### src/rtl/brk_guard_pkg.sv
package brk_guard_pkg;
  localparam int FILT_W = 4;
  localparam int DATA_W = 16;
  localparam int CHANS  = 2;

  localparam logic [1:0] ADDR_CTRL  = 2'd0;
  localparam logic [1:0] ADDR_STAT  = 2'd1;
  localparam logic [1:0] ADDR_FORCE = 2'd2;

  typedef struct packed {
    logic              en;
    logic              pol;
    logic [FILT_W-1:0] filt;
  } chanCfg_t;

  typedef struct packed {
    chanCfg_t [CHANS-1:0] chan;
    logic                 autoEn;
  } brkCfg_t;

  // strobes from datapath to control
  typedef struct packed {
    logic [CHANS-1:0] chanHit;
    logic             faultAny;
    logic             faultRise;
  } brkHits_t;
endpackage

### src/rtl/brk_guard_dp.sv
module brk_guard_dp
  import brk_guard_pkg::*;
#(
  parameter int NCMP1  = 2,
  parameter int NCMP2  = 4,
  parameter int NFAULT = 3
) (
  input  logic              clk,
  input  logic              rstN,
  input  brkCfg_t           cfg,
  input  logic              pinBrk1,
  input  logic              pinBrk2,
  input  logic [NCMP1-1:0]  cmpBrk1,
  input  logic [NCMP2-1:0]  cmpBrk2,
  input  logic [NFAULT-1:0] faultIn,
  output brkHits_t          hits
);
  logic [CHANS-1:0] rawOr;
  logic [CHANS-1:0] hitVec;
  logic             faultPrev;
  logic             faultNow;

  assign rawOr[0] = pinBrk1 | (|cmpBrk1);
  assign rawOr[1] = pinBrk2 | (|cmpBrk2);

  for (genvar g = 0; g < CHANS; g++) begin : g_chan
    logic              activeLvl;
    logic [FILT_W-1:0] runCnt;

    assign activeLvl = cfg.chan[g].en &
                       (cfg.chan[g].pol ? rawOr[g] : ~rawOr[g]);

    // consecutive active samples, saturating
    always_ff @(posedge clk or negedge rstN) begin
      if (!rstN)               runCnt <= '0;
      else if (!activeLvl)     runCnt <= '0;
      else if (runCnt != '1)   runCnt <= runCnt + 1'b1;
    end

    assign hitVec[g] = activeLvl && (runCnt >= cfg.chan[g].filt);
  end

  assign faultNow = |faultIn;

  always_ff @(posedge clk or negedge rstN) begin
    if (!rstN) faultPrev <= 1'b0;
    else       faultPrev <= faultNow;
  end

  assign hits.chanHit   = hitVec;
  assign hits.faultAny  = faultNow;
  assign hits.faultRise = faultNow & ~faultPrev;
endmodule

### src/rtl/brk_guard_ctrl.sv
module brk_guard_ctrl
  import brk_guard_pkg::*;
(
  input  logic              clk,
  input  logic              rstN,
  input  logic              regWe,
  input  logic [1:0]        regAddr,
  input  logic [DATA_W-1:0] regWdata,
  output logic [DATA_W-1:0] regRdata,
  input  logic              updateEv,
  input  brkHits_t          hits,
  output brkCfg_t           cfgEff,
  output logic              moe,
  output logic              moeHeld,
  output logic [2:0]        flagsOut
);
  brkCfg_t          cfgPend;
  brkCfg_t          cfgWr;
  logic             ctrlWr;
  logic             statWr;
  logic             forceWr;
  logic [CHANS-1:0] swBrk;
  logic             faultClr;
  logic             breakEvt;
  logic             combMask;
  logic             moeS1;
  logic             moeS2;
  logic [2:0]       flags;
  logic [2:0]       clrMask;
  logic [2:0]       setMask;
  logic             unusedWdata;

  assign unusedWdata = ^regWdata[7:6];

  assign ctrlWr  = regWe && (regAddr == ADDR_CTRL);
  assign statWr  = regWe && (regAddr == ADDR_STAT);
  assign forceWr = regWe && (regAddr == ADDR_FORCE);

  always_comb begin
    cfgWr.chan[0].en   = regWdata[0];
    cfgWr.chan[0].pol  = regWdata[1];
    cfgWr.chan[1].en   = regWdata[2];
    cfgWr.chan[1].pol  = regWdata[3];
    cfgWr.autoEn       = regWdata[4];
    cfgWr.chan[0].filt = regWdata[11:8];
    cfgWr.chan[1].filt = regWdata[15:12];
  end

  // two-step staging: write edge -> pending, next edge -> effective
  always_ff @(posedge clk or negedge rstN) begin
    if (!rstN) begin
      cfgPend <= '0;
      cfgEff  <= '0;
    end else begin
      if (ctrlWr) cfgPend <= cfgWr;
      cfgEff <= cfgPend;
    end
  end

  assign swBrk    = forceWr ? regWdata[CHANS-1:0] : '0;
  assign faultClr = cfgEff.autoEn ? hits.faultRise : hits.faultAny;
  assign breakEvt = (|hits.chanHit) | (|swBrk) | faultClr;
  assign combMask = (|hits.chanHit) | (hits.faultAny & ~cfgEff.autoEn);

  always_ff @(posedge clk or negedge rstN) begin
    if (!rstN)                            moeHeld <= 1'b0;
    else if (breakEvt)                    moeHeld <= 1'b0;
    else if (ctrlWr)                      moeHeld <= regWdata[5];
    else if (cfgEff.autoEn && updateEv)   moeHeld <= 1'b1;
  end

  assign moe = moeHeld & ~combMask;

  always_ff @(posedge clk or negedge rstN) begin
    if (!rstN) begin
      moeS1 <= 1'b0;
      moeS2 <= 1'b0;
    end else begin
      moeS1 <= moe;
      moeS2 <= moeS1;
    end
  end

  assign clrMask = statWr ? regWdata[2:0] : 3'b000;
  assign setMask = {hits.faultAny, hits.chanHit | swBrk};

  always_ff @(posedge clk or negedge rstN) begin
    if (!rstN) flags <= '0;
    else       flags <= (flags & ~clrMask) | setMask;
  end

  assign flagsOut = flags;

  always_comb begin
    unique case (regAddr)
      ADDR_CTRL: regRdata = {cfgEff.chan[1].filt, cfgEff.chan[0].filt, 2'b00,
                             moeS2, cfgEff.autoEn,
                             cfgEff.chan[1].pol, cfgEff.chan[1].en,
                             cfgEff.chan[0].pol, cfgEff.chan[0].en};
      ADDR_STAT: regRdata = {{(DATA_W-3){1'b0}}, flags};
      default:   regRdata = '0;
    endcase
  end
endmodule

### src/rtl/timer_break_guard.sv
module timer_break_guard
  import brk_guard_pkg::*;
#(
  parameter int NCMP1  = 2,
  parameter int NCMP2  = 4,
  parameter int NFAULT = 3
) (
  input  logic              clk,
  input  logic              rstN,
  input  logic              regWe,
  input  logic [1:0]        regAddr,
  input  logic [DATA_W-1:0] regWdata,
  output logic [DATA_W-1:0] regRdata,
  input  logic              pinBrk1,
  input  logic              pinBrk2,
  input  logic [NCMP1-1:0]  cmpBrk1,
  input  logic [NCMP2-1:0]  cmpBrk2,
  input  logic [NFAULT-1:0] faultIn,
  input  logic              updateEv,
  output logic              moe
);
  brkCfg_t    cfgEff;
  brkHits_t   hits;
  logic       moeHeld;
  logic [2:0] statFlags;

  brk_guard_dp #(.NCMP1(NCMP1), .NCMP2(NCMP2), .NFAULT(NFAULT)) u_dp (
    .clk(clk), .rstN(rstN), .cfg(cfgEff),
    .pinBrk1(pinBrk1), .pinBrk2(pinBrk2),
    .cmpBrk1(cmpBrk1), .cmpBrk2(cmpBrk2),
    .faultIn(faultIn), .hits(hits)
  );

  brk_guard_ctrl u_ctrl (
    .clk(clk), .rstN(rstN),
    .regWe(regWe), .regAddr(regAddr), .regWdata(regWdata), .regRdata(regRdata),
    .updateEv(updateEv), .hits(hits), .cfgEff(cfgEff),
    .moe(moe), .moeHeld(moeHeld), .flagsOut(statFlags)
  );
endmodule

### config.mk
export PLATFORM = sky130hd
export DESIGN_NAME = timer_break_guard
export DESIGN_NICKNAME = d
export VERILOG_FILES = /design/src/rtl/brk_guard_pkg.sv /design/src/rtl/brk_guard_dp.sv /design/src/rtl/brk_guard_ctrl.sv /design/src/rtl/timer_break_guard.sv
export SDC_FILE = /design/constraint.sdc
export NUM_CORES = 1
export LEC_CHECK = 0
export CAP_MARGIN = 40
export CORE_UTILIZATION = 45
export CTS_CLUSTER_SIZE = 20
export DETAILED_ROUTE_END_ITERATION = 8
export DONT_BUFFER_PORTS = 1
export SYNTH_ARGS = -nofsm -noshare
export SYNTH_HDL_FRONTEND = slang
export SYNTH_SLANG_ARGS = --single-unit
### constraint.sdc
create_clock -name clk -period 4.3 [get_ports clk]
set_input_delay 0.86 -clock clk [delete_from_list [all_inputs] [get_ports clk]]
set_output_delay 0.86 -clock clk [all_outputs]
set_load 0.02 [all_outputs]
### After elaboration in Yosys (flattened, before gate mapping)

Index checks and enable logic that the tools add are counted.

| word-level totals | value |
|---|---|
| register bits | 41 |
| logic and storage cells | 76 |

| operators by class | value |
|---|---|
| add/subtract/negate cells | 2 |
| magnitude comparators | 2 |
| equal/unequal tests | 6 |
| multiplexer cells | 13 |
| bitwise operators | 19 |
| reduce and logical (&&, ||, !) cells | 13 |

Operators with widths:

| kind | number |
|---|---|
| one-hot mux 16 bit (2 select lines) | 1 |
| 2-to-1 mux 4 bit | 4 |
| adder 4 x 1 -> 4 bit, second input constant | 2 |
| >= comparator 4 bit | 2 |
| inequality test 4 bit, second input constant | 2 |
| logical AND 1 bit | 6 |
| 2-to-1 mux 1 bit | 6 |
| OR reduction 2 bit | 3 |
| AND 1 bit | 5 |
| inverter 1 bit | 5 |
| OR 1 bit | 5 |
| inequality test 2 bit, second input constant | 2 |
| OR reduction 4 bit | 1 |
| AND 3 bit | 1 |
| 2-to-1 mux 3 bit | 1 |
| inverter 3 bit | 1 |
| OR 3 bit | 1 |
| nonzero test 3 bit | 1 |
| OR reduction 3 bit | 1 |
| equality test 2 x 1 -> 1 bit, second input constant | 1 |
| equality test 2 bit, second input constant | 1 |
| logical NOT 2 bit | 1 |
| 2-to-1 mux 2 bit | 1 |
| OR 2 bit | 1 |

### Depth between registers and ports, before layout

Gate-level depths: netlist of the first run.

| logic depth | value |
|---|---|
| depth in word-level cells | 10 |
| gate-level depth with buffers | 6 |
| mapped depth without buffers | 6 |

### Hierarchy

Synthesis of the first run repeated with hierarchy kept, for this count alone.

| second synthesis, totals | value |
|---|---|
| cells, all modules | 162 |
| area, all modules | 1,920.6 um^2 |

By module, submodules not included:

| module | times used | cells an instance | area each (um^2) | sequential area each (um^2) |
|---|---|---|---|---|
| brk_guard_ctrl | 1 | 89 | 1,262.5 | 800.8 |
| brk_guard_dp | 1 | 73 | 658.1 | 225.2 |

### Worst setup path before layout of the first run

OpenSTA, ideal clock, no wires.

| timing path | value |
|---|---|
| path kind | input-to-output |
| start point | input cmpBrk2[1] |
| end point | output moe |
| arrival | 2,445 ps |
| path slack | 995 ps |
| stages on the path | 4 |
| path buffers | 0 |
| path through | or4_4 -> nor2_4 -> mux2_2 -> a211oi_1 |

| between the ends | value |
|---|---|
| word-level cells in the longest chain between the ends | 10 |

Ends and longest elaborated chain:

| element | line | text |
|---|---|---|
| start, declared | timer_break_guard.sv:17 | `input logic [NCMP2-1:0] cmpBrk2,` |
| OR reduction 4 bit (*) | brk_guard_dp.sv:24 | `assign rawOr[1] = pinBrk2 \| (\|cmpBrk2);` |
| OR 1 bit (*) | brk_guard_dp.sv:24 |  |
| inverter 1 bit | brk_guard_dp.sv:31 | `(cfg.chan[g].pol ? rawOr[g] : ~rawOr[g]);` |
| 2-to-1 mux 1 bit (*) | brk_guard_dp.sv:31 |  |
| AND 1 bit (*) | brk_guard_dp.sv:30 | `assign activeLvl = cfg.chan[g].en &` |
| logical AND 1 bit (*) | brk_guard_dp.sv:40 | `assign hitVec[g] = activeLvl && (runCnt >= cfg.chan[g].filt);` |
| OR reduction 2 bit (*) | brk_guard_ctrl.sv:63 | `assign combMask = (\|hits.chanHit) \| (hits.faultAny & ~cfgEff.autoEn);` |
| OR 1 bit (*) | brk_guard_ctrl.sv:63 |  |
| inverter 1 bit (*) | brk_guard_ctrl.sv:72 | `assign moe = moeHeld & ~combMask;` |
| AND 1 bit (*) | brk_guard_ctrl.sv:72 |  |
| end, declared | timer_break_guard.sv:20 | `output logic moe` |

Mark *: on every way between the ends. The rest lies on a longest branch, timed or not.

### Worst setup path in the final report of the first run

Same ends and word-level chain as after synthesis.

==> reports/results.tsv, run 1 <==
stage	metric	value	unit
logic_synthesis	synth_top_family_by_area	simple AND/OR/NAND/NOR gates	
final_layout	post-route-cell-area	2040	um^2
final_layout	area.sequential	1030	um^2
power_and_ir_drop	vdd.ir_drop.worst	0.235	mV
final_layout	final.fill_count	383	
logic_synthesis	synthMuxAreaShare	0.114	
sta	slew-limit-headroom	0.562	
logic_synthesis	synth_xor_area_frac	0.00920	
sta	layout_min_cycle_time	3140	ps
sta	fmax	0.318	GHz
floorplanning	dieArea	4500	um^2
global_route	number_of_antenna_violations_at_the_first_check_in_global_routing	0	
detailed_routing	route.detailed.drc	0	
logic_synthesis	yosysMostFrequentCell	dfrtp_1	
clocking	clock_sink_count	41	
job	max_cap_viols	0	
floorplanning	ios	50	
logic_synthesis	synthesis.instances	169	
clocking	cts-htree-levels	2	
clocking	clk_root_buffer_cell	clkbuf_8	
global_route	grt_first_pass_wirelength	5640	um
logic_synthesis	post_synth_and_or_nand_nor_area_fraction	0.153	
global_route	grt_max_degree	42	
detailed_routing	drt_iter0_markers	42	
min_path	timing.hold.worst.class	in2async	
logic_synthesis	cell_taking_the_most_area_after_synthesis	dfrtp_1	
power_and_ir_drop	cellPowerDensity	422	nW/um^2
global_route	globalRouteTotalUtil	0.174	
detailed_routing	drtAntennaViolNets	0	
final_layout	flow.area_growth_from_synthesis	6.90	%
critical_path	crit_slowest_cell	or4_4	
sta	maxSlewViolCount	0	
sta	timing.setup.tns	0	ps
place	dp_hpwl	2630	um
critical_path	worstSetupStartpointType	primary input	
detailed_routing	totalWireLength	3520	um
run_status	run_status	finished, final reports clean	
logic_synthesis	synth-edff-count	0	
floorplanning	coreArea	4030	um^2
logic_synthesis	yosysUniqueCellTypes	32	
clocking	clk_transition_reported_paths	80	ps
clocking	clk_path_buf_depth	2	
floorplanning	row_count	23	
floorplanning	die_width	67.1	um
critical_path	worstSetupPathType	in2out	
clocking	count_of_instances_resized_after_the_clock_tree_is_built	0	
clocking	tritoncts_clock_tree	done	
logic_synthesis	synth_area	1900	um^2
global_route	gr-total-overflow	0	
critical_path	max_stage_delay	530	ps
sta	final-hold-violation-count	0	
logic_synthesis	netlist_top_cells_area	dfrtp_1, mux2_2, ha_1	
power_and_ir_drop	p_leak	0.916	nW
critical_path	worst-path-buf-inv	1	
detailed_routing	routed_via_count	1228	
clocking	cts-buffers-inserted	5	
critical_path	critPathTopFamily	simple AND/OR/NAND/NOR gates	
floorplanning	die_height	67.1	um
final_layout	nNetsFinal	216	
final_layout	diodes	0	
floorplanning	start_util	0.473	
logic_synthesis	ys_async_sr_fraction	1.00	
detailed_routing	route.detailed.vias_per_inst	5.48	
final_layout	postLayoutCoreUtil	0.505	
place	dpl-instance-area	1950	um^2
sta	tightest_slew	652	ps
place	finalWeightedCongestion	0.803	
sta	timing.final.setup_violations	0	
sta	unrepaired_setup_endpoints_after_global_routing	false	
logic_synthesis	postSynth.topFlopCell	dfrtp_1	
critical_path	critical_path_required	3440	ps
place	numPortBuffers	0	
detailed_routing	drt_first_pass_iters	4	
logic_synthesis	synth.ff_latch_count	41	
logic_synthesis	synth_compound_area_frac	0.0775	
clocking	post_cts_buffers	0	
clocking	hold_bufs_inserted_after_cts	0	
final_layout	post_route_cells_drive_above_1_share	0.144	
clocking	clk-insertion-delay-late	290	ps
logic_synthesis	ys_seq_area_frac	0.539	
final_layout	multi_input_area	807	um^2
critical_path	critical_path.endpoint_type	output pin	
sta	whs	255	ps
power_and_ir_drop	p_total	860	uW
critical_path	crit_chain	or4_4, nor2_4, mux2_2, a211oi_1, buf_4	
global_route	grt_pass1_vias	1261	
detailed_routing	wl_per_cell	15.7	um
critical_path	timing.critical_path.arrival	2280	ps
critical_path	cp_max_fanout	3	
sta	finalClockSkew	6.95	ps
logic_synthesis	proportion_of_netlist_area_held_by_the_largest_area_contributor	0.539	
logic_synthesis	ys.warnings.count	0	
logic_synthesis	synthAdderAreaFrac	0.0657	
logic_synthesis	post_synth.cell_area_avg	11.3	um^2
logic_synthesis	synth.top_cells.by_count	dfrtp_1, mux2_2, nor2_1, nor3_1, inv_1	
sta	final_min_period_over_clock_period	0.731	
worst register-to-register path, cell delays in order (launching register included):
cell and delay [ps]:
dfrtp_1 450, inv_1 70, ha_1 260, nand2b_1 140, a21oi_1 130, o21ai_0 160, a211oi_1 280, buf_4 190
area by class of cell:
class | count | area share
sequential | 41 | 0.504
multi-input combinational | 112 | 0.396
clock buffer | 7 | 0.0375
tap | 50 | 0.0307
inverter | 11 | 0.0203
timing repair buffer | 2 | 0.00738
clock inverter | 1 | 0.00369
kinds of logic (layout without fill, tap and decap cells):
kind of cell | after synthesis | after routing
xor gates and xnor gates | 2 | 2
DFF | 41 | 41
adders and majority gates | 10 | 10
AOI/OAI and AO/OA | 24 | 24
other | 1 | 2
and+or+nand+nor | 54 | 54
buffers and inverters | 17 | 21
muxes | 20 | 20
final timing paths:
check | startpoint | end | slack [ps] | cells after the start
worst min register to register | u_ctrl.moeS1 | u_ctrl.moeS2 | 350 | 0
worst min-delay path | rstN | u_dp.g_chan[0].runCnt[3] | 250 | 0
worst max register to register | u_dp.g_chan[1].runCnt[0] | u_ctrl.moeS1 | 2540 | 7
min in group clk | u_ctrl.moeS1 | u_ctrl.moeS2 | 350 | 0
worst max-delay path | cmpBrk2[1] | moe | 1160 | 5
max in group asynchronous | rstN | u_ctrl.cfgEff[9] | 3950 | 0
power breakdown:
group          internal (mW)  leakage (nW)  switching [mW]
Sequential             0.445         0.503          0.0353
Combinational         0.0637         0.375          0.0733
Clock                  0.115        0.0385           0.128
Total                  0.624         0.916           0.236
per-stage QoR:
step                      worst slack [ps]  cells
after floorplan                        995    170
after global placement                1170    215
after detailed placement              1160    216
after CTS                             1160    224
after global routing                  1100    224
final                                 1160    224
routing by layer:
metal  global-route usage  wire length, um  part of all wire  up-vias
met4               0.0771               62             0.018        0
met5                    0                0                 0        -
met2                0.265             1630              0.46       39
met3               0.0736              258             0.073       10
li1                     -                -                 -      589
met1                0.214             1570              0.45      590
sequential cells by signal, indices dropped and copies added, names as in the netlist:
signal,cells
u_ctrl.moeHeld,1
u_ctrl.moeS1,1
u_ctrl.cfgEff,13
u_dp.g_chan.runCnt,8
u_dp.faultPrev,1
u_ctrl.moeS2,1
u_ctrl.flagsOut,3
u_ctrl.cfgPend,13
placed cells by master (no fill, tap or decap), types with 2 or more instances in the layout:
master	n
nor3_1	12
nand3_1	6
ha_1	10
nor2b_1	2
mux2_2	14
and2_1	7
a21oi_1	7
nand2b_1	2
inv_1	11
mux2i_1	6
a211oi_1	2
a31oi_1	3
dfrtp_1	41
conb_1	2
nor3b_1	2
o21ai_0	5
a21o_1	2
clkbuf_8	5
clkbuf_1	2
xnor2_1	2
buf_4	2
nand2_1	6
nor2_1	12
Power figures use the tool's default switching activity.
==> run 2, diff against run 1 <==
Clock period 4.3 ns to 3.1 ns, I/O delays scaled along.
==> run 2 against run 1 <==
  * Flip-flop and latch count unchanged
  * Critical path depth unchanged
  * Non-clock buffer count up 3
  * Critical endpoint unchanged
  * Largest power group unchanged
  * Count of clock-buffer cells in the layout unchanged
  * Clock power up 59%
  * Sequential power up 39%
  * Combinational power up 47%
  * Global-route usage down 0.054 points
  * Cell count up 1.3%
  * First-iteration DRC count unchanged
  * Register-to-register slack worse by 1200 ps
==> reports/results.tsv, run 2 (synthesized netlist as in run 1, its figures left out) <==
stage	metric	value	unit	change
clocking	tritoncts_clock_tree	done		
power_and_ir_drop	internal_pwr_total	915	uW	+47%
sta	fmax	0.378	GHz	
global_route	globalRouteTotalUtil	0.174		-0.000538
clocking	clk-insertion-delay-late	290	ps	about the same
floorplanning	ios	50		unchanged
critical_path	critical_path.endpoint_type	output pin		
sta	whs	21.5	ps	-233 ps
critical_path	cp_max_fanout	3		unchanged
place	dpl-instance-area	1950	um^2	unchanged
sta	tightest_slew	667	ps	+14.3 ps
detailed_routing	wl_per_cell	15.7	um	about the same
detailed_routing	drt_first_pass_iters	4		unchanged
clocking	clk_root_buffer_cell	clkbuf_8		
sta	timing.setup.tns	0	ps	unchanged
place	pre_cts_ws	443	ps	-720 ps
detailed_routing	drtAntennaViolNets	0		unchanged
final_layout	postLayoutCoreUtil	0.520		+0.0152
sta	final-hold-violation-count	0		unchanged
job	max_cap_viols	0		unchanged
global_route	number_of_antenna_violations_at_the_first_check_in_global_routing	0		unchanged
floorplanning	row_count	23		unchanged
clocking	cts-htree-levels	2		unchanged
min_path	timing.hold.worst.class	in2async		
final_layout	flow.area_growth_from_synthesis	10.1	%	
floorplanning	start_util	0.473		unchanged
sta	unrepaired_setup_endpoints_after_global_routing	false		
detailed_routing	dr_wl_met3	271	um	+5.0%
global_route	grt_pass1_vias	1176		-6.7%
place	cell_count_after_placement	216		unchanged
power_and_ir_drop	switching_share	0.269		-0.00524
detailed_routing	route.detailed.drc	0		unchanged
sta	post-route-worst-setup-slack	452	ps	-707 ps
final_layout	post-route-cell-area	2100	um^2	+3.0%
critical_path	critical_path_required	2480	ps	-960 ps
power_and_ir_drop	vdd.ir_drop.worst	0.363	mV	+54%
detailed_routing	dr.max_layer_used	met4		
sta	layout_min_cycle_time	2650	ps	
power_and_ir_drop	pwr-share-clk	0.306		+0.024
detailed_routing	route.detailed.vias_per_inst	5.52		+0.69%
sta	slew-limit-headroom	0.552		-0.00959
detailed_routing	drt_iter0_markers	42		unchanged
clocking	clk_transition_reported_paths	70	ps	about the same
clocking	post_cts_buffers	0		unchanged
final_layout	layout.cells.non_filler	227		+1.3%
sta	finalClockSkew	9.77	ps	+2.82 ps
detailed_routing	totalWireLength	3570	um	+1.4%
place	numPortBuffers	0		unchanged
clocking	clk_path_buf_depth	2		unchanged
power_and_ir_drop	power.share.sequential	0.533		-0.026
critical_path	worstSetupPathType	in2out		
clocking	count_of_instances_resized_after_the_clock_tree_is_built	0		unchanged
final_layout	diodes	0		unchanged
detailed_routing	routed-wl-met2	1660	um	+2.2%
clocking	cts-buffers-inserted	5		unchanged
detailed_routing	m1WireLength	1550	um	-1.1%
global_route	gr-total-overflow	0		unchanged
final_layout	layout.cells.most_common_list	dfrtp_1, mux2_2, nor3_1, nor2_1, inv_1		
sta	maxSlewViolCount	0		unchanged
run_status	run_status	finished, final reports clean		
critical_path	worstSetupStartpointType	primary input		
power_and_ir_drop	switchingPower	338	uW	+43%
floorplanning	die_width	67.1	um	unchanged
clocking	hold_bufs_inserted_after_cts	1		+1
power_and_ir_drop	power.share.combinational	0.161		+0.002
clocking	clock_sink_count	41		unchanged
sta	timing.final.setup_violations	0		unchanged
global_route	grt_max_degree	32		-24%
power_and_ir_drop	cellPowerDensity	597	nW/um^2	+41%
place	finalWeightedCongestion	0.792		-1.4%
floorplanning	coreArea	4030	um^2	unchanged
final_layout	layout_top_registers	u_ctrl.cfgEff x13, u_ctrl.cfgPend x13, u_dp.g_chan.runCnt x8		
final_layout	most_common_library_cell_in_the_layout_ignoring_fill_and_taps	dfrtp_1		
power_and_ir_drop	p_total	1.25	mW	+46%
final_layout	post_route_cells_drive_above_1_share	0.158		+0.0145
power_and_ir_drop	p_leak	0.950	nW	+3.7%
place	dp_hpwl	2620	um	-0.33%
sta	final_min_period_over_clock_period	0.854		
final_layout	nNetsFinal	219		+1.4%
detailed_routing	routed_via_count	1253		+2.0%
floorplanning	dieArea	4500	um^2	unchanged
floorplanning	die_height	67.1	um	unchanged
global_route	grt_first_pass_wirelength	5490	um	-2.6%
critical_path	timing.critical_path.arrival	2030	ps	-250 ps
-- run 2: cell count changes in the layout (fill, tap and decap cells not counted) --
cell	delta
clkbuf_1	-2
clkbuf_8	+2
dlygate4sd3_1	+2
buf_12	+1
clkinvlp_4	-1
inv_6	+1
-- run 2: worst paths after layout --
kind,from,endpoint,slack (ps),cells after the start
worst max-delay path,cmpBrk2[1],moe,450,5
worst min-delay path,rstN,u_dp.g_chan[1].runCnt[0],20,0
worst max register to register,u_dp.g_chan[1].runCnt[0],u_ctrl.moeS1,1360,7
worst min register to register,u_ctrl.moeS1,u_ctrl.moeS2,350,0
max in group asynchronous,rstN,u_dp.g_chan[0].runCnt[0],2040,1
min in group clk,u_ctrl.moeS1,u_ctrl.moeS2,350,0
-- run 2: layout make-up --
type	count	area, um^2
Fill cell	364	1930
Sequential cell	41	1030
Multi-Input combinational cell	112	807
Clock buffer	7	96.3
Tap cell	50	62.6
Timing Repair Buffer	5	55.1
Inverter	11	41.3
Clock inverter	1	8.76
-- run 2: worst max-delay path: stages --
cell and delay, ps:
or4_4 530, nor2_4 120, mux2_2 360, a211oi_1 210
buf_4 190
-- run 2: per-layer routing --
| layer | up-vias | GRT usage |
|---|---|---|
| met5 | - | 0 |
| met4 | 0 | 0.0798 |
| met3 | 6 | 0.0719 |
| met2 | 41 | 0.260 |
| met1 | 608 | 0.216 |
| li1 | 598 | - |
-- run 2: power groups by stage --
stage | Clock, mW | Sequential [mW] | Combinational (mW)
2_1_floorplan | 0 | 0.662 | 0.167
6_report | 0.384 | 0.667 | 0.202
3_3_place_gp | 0 | 0.674 | 0.184
4_1_cts | 0.397 | 0.668 | 0.196
5_1_grt | 0.417 | 0.681 | 0.232
3_5_place_dp | 0 | 0.679 | 0.191
==> run 3, diff against run 2 <==
Settings changed: MAX_ROUTING_LAYER set to met4.
==> run 3 against run 2 <==
  * Power about the same
  * Critical path depth unchanged
  * Setup slack hardly changed
  * Flip-flop and latch count is the same
  * First-iteration DRC count unchanged
  * Critical endpoint unchanged
  * Critical path type unchanged
  * Highest routed layer unchanged
  * Largest power group unchanged
  * Combinational power about the same
  * Clock skew about the same
  * Die area is the same
==> reports/results.tsv, run 3 (synthesized netlist as in run 1, its figures left out) <==
stage	metric	value	unit	change
run_status	run_status	finished, final reports clean		
detailed_routing	wl_per_cell	15.7	um	-0.34%
clocking	clock_sink_count	41		unchanged
clocking	tritoncts_clock_tree	done		
place	dp_hpwl	2620	um	unchanged
place	dpl-instance-area	1950	um^2	unchanged
global_route	met3_usage	0.0719		unchanged
critical_path	crit_chain	or4_4, nor2_4, mux2_2, a211oi_1, buf_4		
critical_path	worstSetupStartpointType	primary input		
place	numPortBuffers	0		unchanged
final_layout	post_route_cells_drive_above_1_share	0.158		unchanged
final_layout	nNetsFinal	219		unchanged
min_path	timing.hold.worst.class	in2async		
power_and_ir_drop	switching_share	0.270		+0.000600
power_and_ir_drop	p_leak	0.950	nW	unchanged
floorplanning	ios	50		unchanged
detailed_routing	drt_first_pass_iters	4		unchanged
sta	post-route-worst-setup-slack	452	ps	-0.0690 ps
place	cell_count_after_placement	216		unchanged
floorplanning	die_width	67.1	um	unchanged
critical_path	r2r-end	u_ctrl.moeS1		
clocking	clk_root_buffer_cell	clkbuf_8		
power_and_ir_drop	internal_pwr_total	915	uW	about the same
final_layout	post-route-cell-area	2100	um^2	unchanged
detailed_routing	route.detailed.drc	0		unchanged
detailed_routing	drt_iter0_markers	42		unchanged
global_route	grt.met2_usage	0.260		unchanged
clocking	hold_bufs_inserted_after_cts	1		unchanged
critical_path	reg_to_reg_startpoint	u_dp.g_chan[1].runCnt[0]		
job	max_cap_viols	0		unchanged
clocking	post_cts_buffers	0		unchanged
sta	final_min_period_over_clock_period	0.854		about the same
global_route	grt_pass1_vias	1178		+0.17%
sta	timing.setup.tns	0	ps	unchanged
floorplanning	die_height	67.1	um	unchanged
clocking	count_of_instances_resized_after_the_clock_tree_is_built	0		unchanged
clocking	clk-insertion-delay-late	290	ps	about the same
final_layout	diodes	0		unchanged
power_and_ir_drop	power.share.sequential	0.532		about the same
floorplanning	start_util	0.473		unchanged
critical_path	reg2reg_slack	1360	ps	about the same
detailed_routing	routed_via_count	1259		+0.48%
sta	layout_min_cycle_time	2650	ps	+0.0690 ps
global_route	grt_first_pass_wirelength	5510	um	+0.25%
power_and_ir_drop	power.share.combinational	0.161		about the same
sta	fmax	0.378	GHz	about the same
final_layout	flow.area_growth_from_synthesis	10.1	%	unchanged
clocking	clk_path_buf_depth	2		unchanged
power_and_ir_drop	vdd.ir_drop.worst	0.366	mV	+0.88%
critical_path	max_stage_delay	530	ps	about the same
sta	timing.final.setup_violations	0		unchanged
critical_path	rr_worst_depth	7		unchanged
detailed_routing	route.detailed.vias_per_inst	5.55		+0.48%
power_and_ir_drop	switchingPower	339	uW	+0.30%
power_and_ir_drop	cellPowerDensity	598	nW/um^2	about the same
critical_path	critical_path_required	2480	ps	about the same
critical_path	crit_slowest_cell	or4_4		
final_layout	layout.cells.most_common_list	dfrtp_1, mux2_2, nor3_1, nor2_1, inv_1		
sta	unrepaired_setup_endpoints_after_global_routing	false		
global_route	grt_busiest_layer	met2		
global_route	globalRouteTotalUtil	0.179		+0.00507
critical_path	cp_max_fanout	3		unchanged
global_route	grt_util_met1	0.218		+0.00110
final_layout	layout_top_registers	u_ctrl.cfgEff x13, u_ctrl.cfgPend x13, u_dp.g_chan.runCnt x8		
critical_path	timing.critical_path.arrival	2030	ps	about the same
sta	maxSlewViolCount	0		unchanged
critical_path	worstSetupPathType	in2out		
clocking	clk_transition_reported_paths	70	ps	about the same
global_route	gr-total-overflow	0		unchanged
final_layout	postLayoutCoreUtil	0.520		unchanged
sta	finalClockSkew	9.83	ps	+0.0586 ps
sta	final-hold-violation-count	0		unchanged
sta	slew-limit-headroom	0.552		unchanged
floorplanning	dieArea	4500	um^2	unchanged
final_layout	most_common_library_cell_in_the_layout_ignoring_fill_and_taps	dfrtp_1		
detailed_routing	totalWireLength	3560	um	-0.34%
global_route	grt_max_degree	32		unchanged
detailed_routing	drtAntennaViolNets	0		unchanged
global_route	number_of_antenna_violations_at_the_first_check_in_global_routing	0		unchanged
place	finalWeightedCongestion	0.803		+1.4%
final_layout	layout.cells.non_filler	227		unchanged
floorplanning	row_count	23		unchanged
clocking	cts-buffers-inserted	5		unchanged
sta	tightest_slew	667	ps	unchanged
power_and_ir_drop	pwr-share-clk	0.307		about the same
critical_path	critical_path.endpoint_type	output pin		
clocking	cts-htree-levels	2		unchanged
floorplanning	coreArea	4030	um^2	unchanged
final_layout	final.fill_count	364		unchanged
place	pre_cts_ws	443	ps	unchanged
run 3: cell counts in the layout (fill, tap and decap cells not counted):
Identical to the previous run, type by type.
run 3: layout make-up:
type / instances / area [um^2] / area share
clock buffer: 7 / 96.3 / 0.0459
clock inverter: 1 / 8.76 / 0.00418
inverter: 11 / 41.3 / 0.0197
multi-input combinational: 112 / 807 / 0.385
sequential: 41 / 1030 / 0.489
tap: 50 / 62.6 / 0.0298
timing repair buffer: 5 / 55.1 / 0.0263
run 3: metrics by stage:
| stage | total power, mW | hold slack (ps) |
|---|---|---|
| floorplan | 0.829 | 324 |
| finish | 1.25 | 21.5 |
| CTS | 1.26 | 4.70 |
| global route | 1.33 | 2.62 |
| detailed placement | 0.870 | 325 |
| global placement | 0.858 | 325 |
run 3: power by group through the flow:
stage	Sequential, mW	Combinational [mW]	Clock, mW
floorplan	0.662	0.167	0
global placement	0.674	0.184	0
detailed placement	0.679	0.191	0
CTS	0.668	0.196	0.397
global route	0.681	0.232	0.418
finish	0.667	0.202	0.385
run 3: critical path, delay by kind of cell:
kind | cells | cell delay (ps)
AND/OR/NAND/NOR | 2 | 650
buffers and inverters | 1 | 190
AO/OA/AOI/OAI | 1 | 210
multiplexers | 1 | 360
run 3: how the worst max path moves through the flow:
stage	start	end	slack, ps	cells past startpoint
floorplan	cmpBrk2[1]	moe	270	4
global placement	cmpBrk2[1]	moe	450	5
detailed placement	cmpBrk2[1]	moe	440	5
CTS	cmpBrk2[1]	moe	440	5
global route	u_dp.g_chan[1].runCnt[0]	moe	300	7
finish	cmpBrk2[1]	moe	450	5
run 3: metal layers:
| metal | vias up | routed length, um |
|---|---|---|
| li1 | 598 | - |
| met1 | 612 | 1540 |
| met2 | 43 | 1650 |
| met3 | 6 | 281 |
| met4 | 0 | 82 |
| met5 | - | 0 |
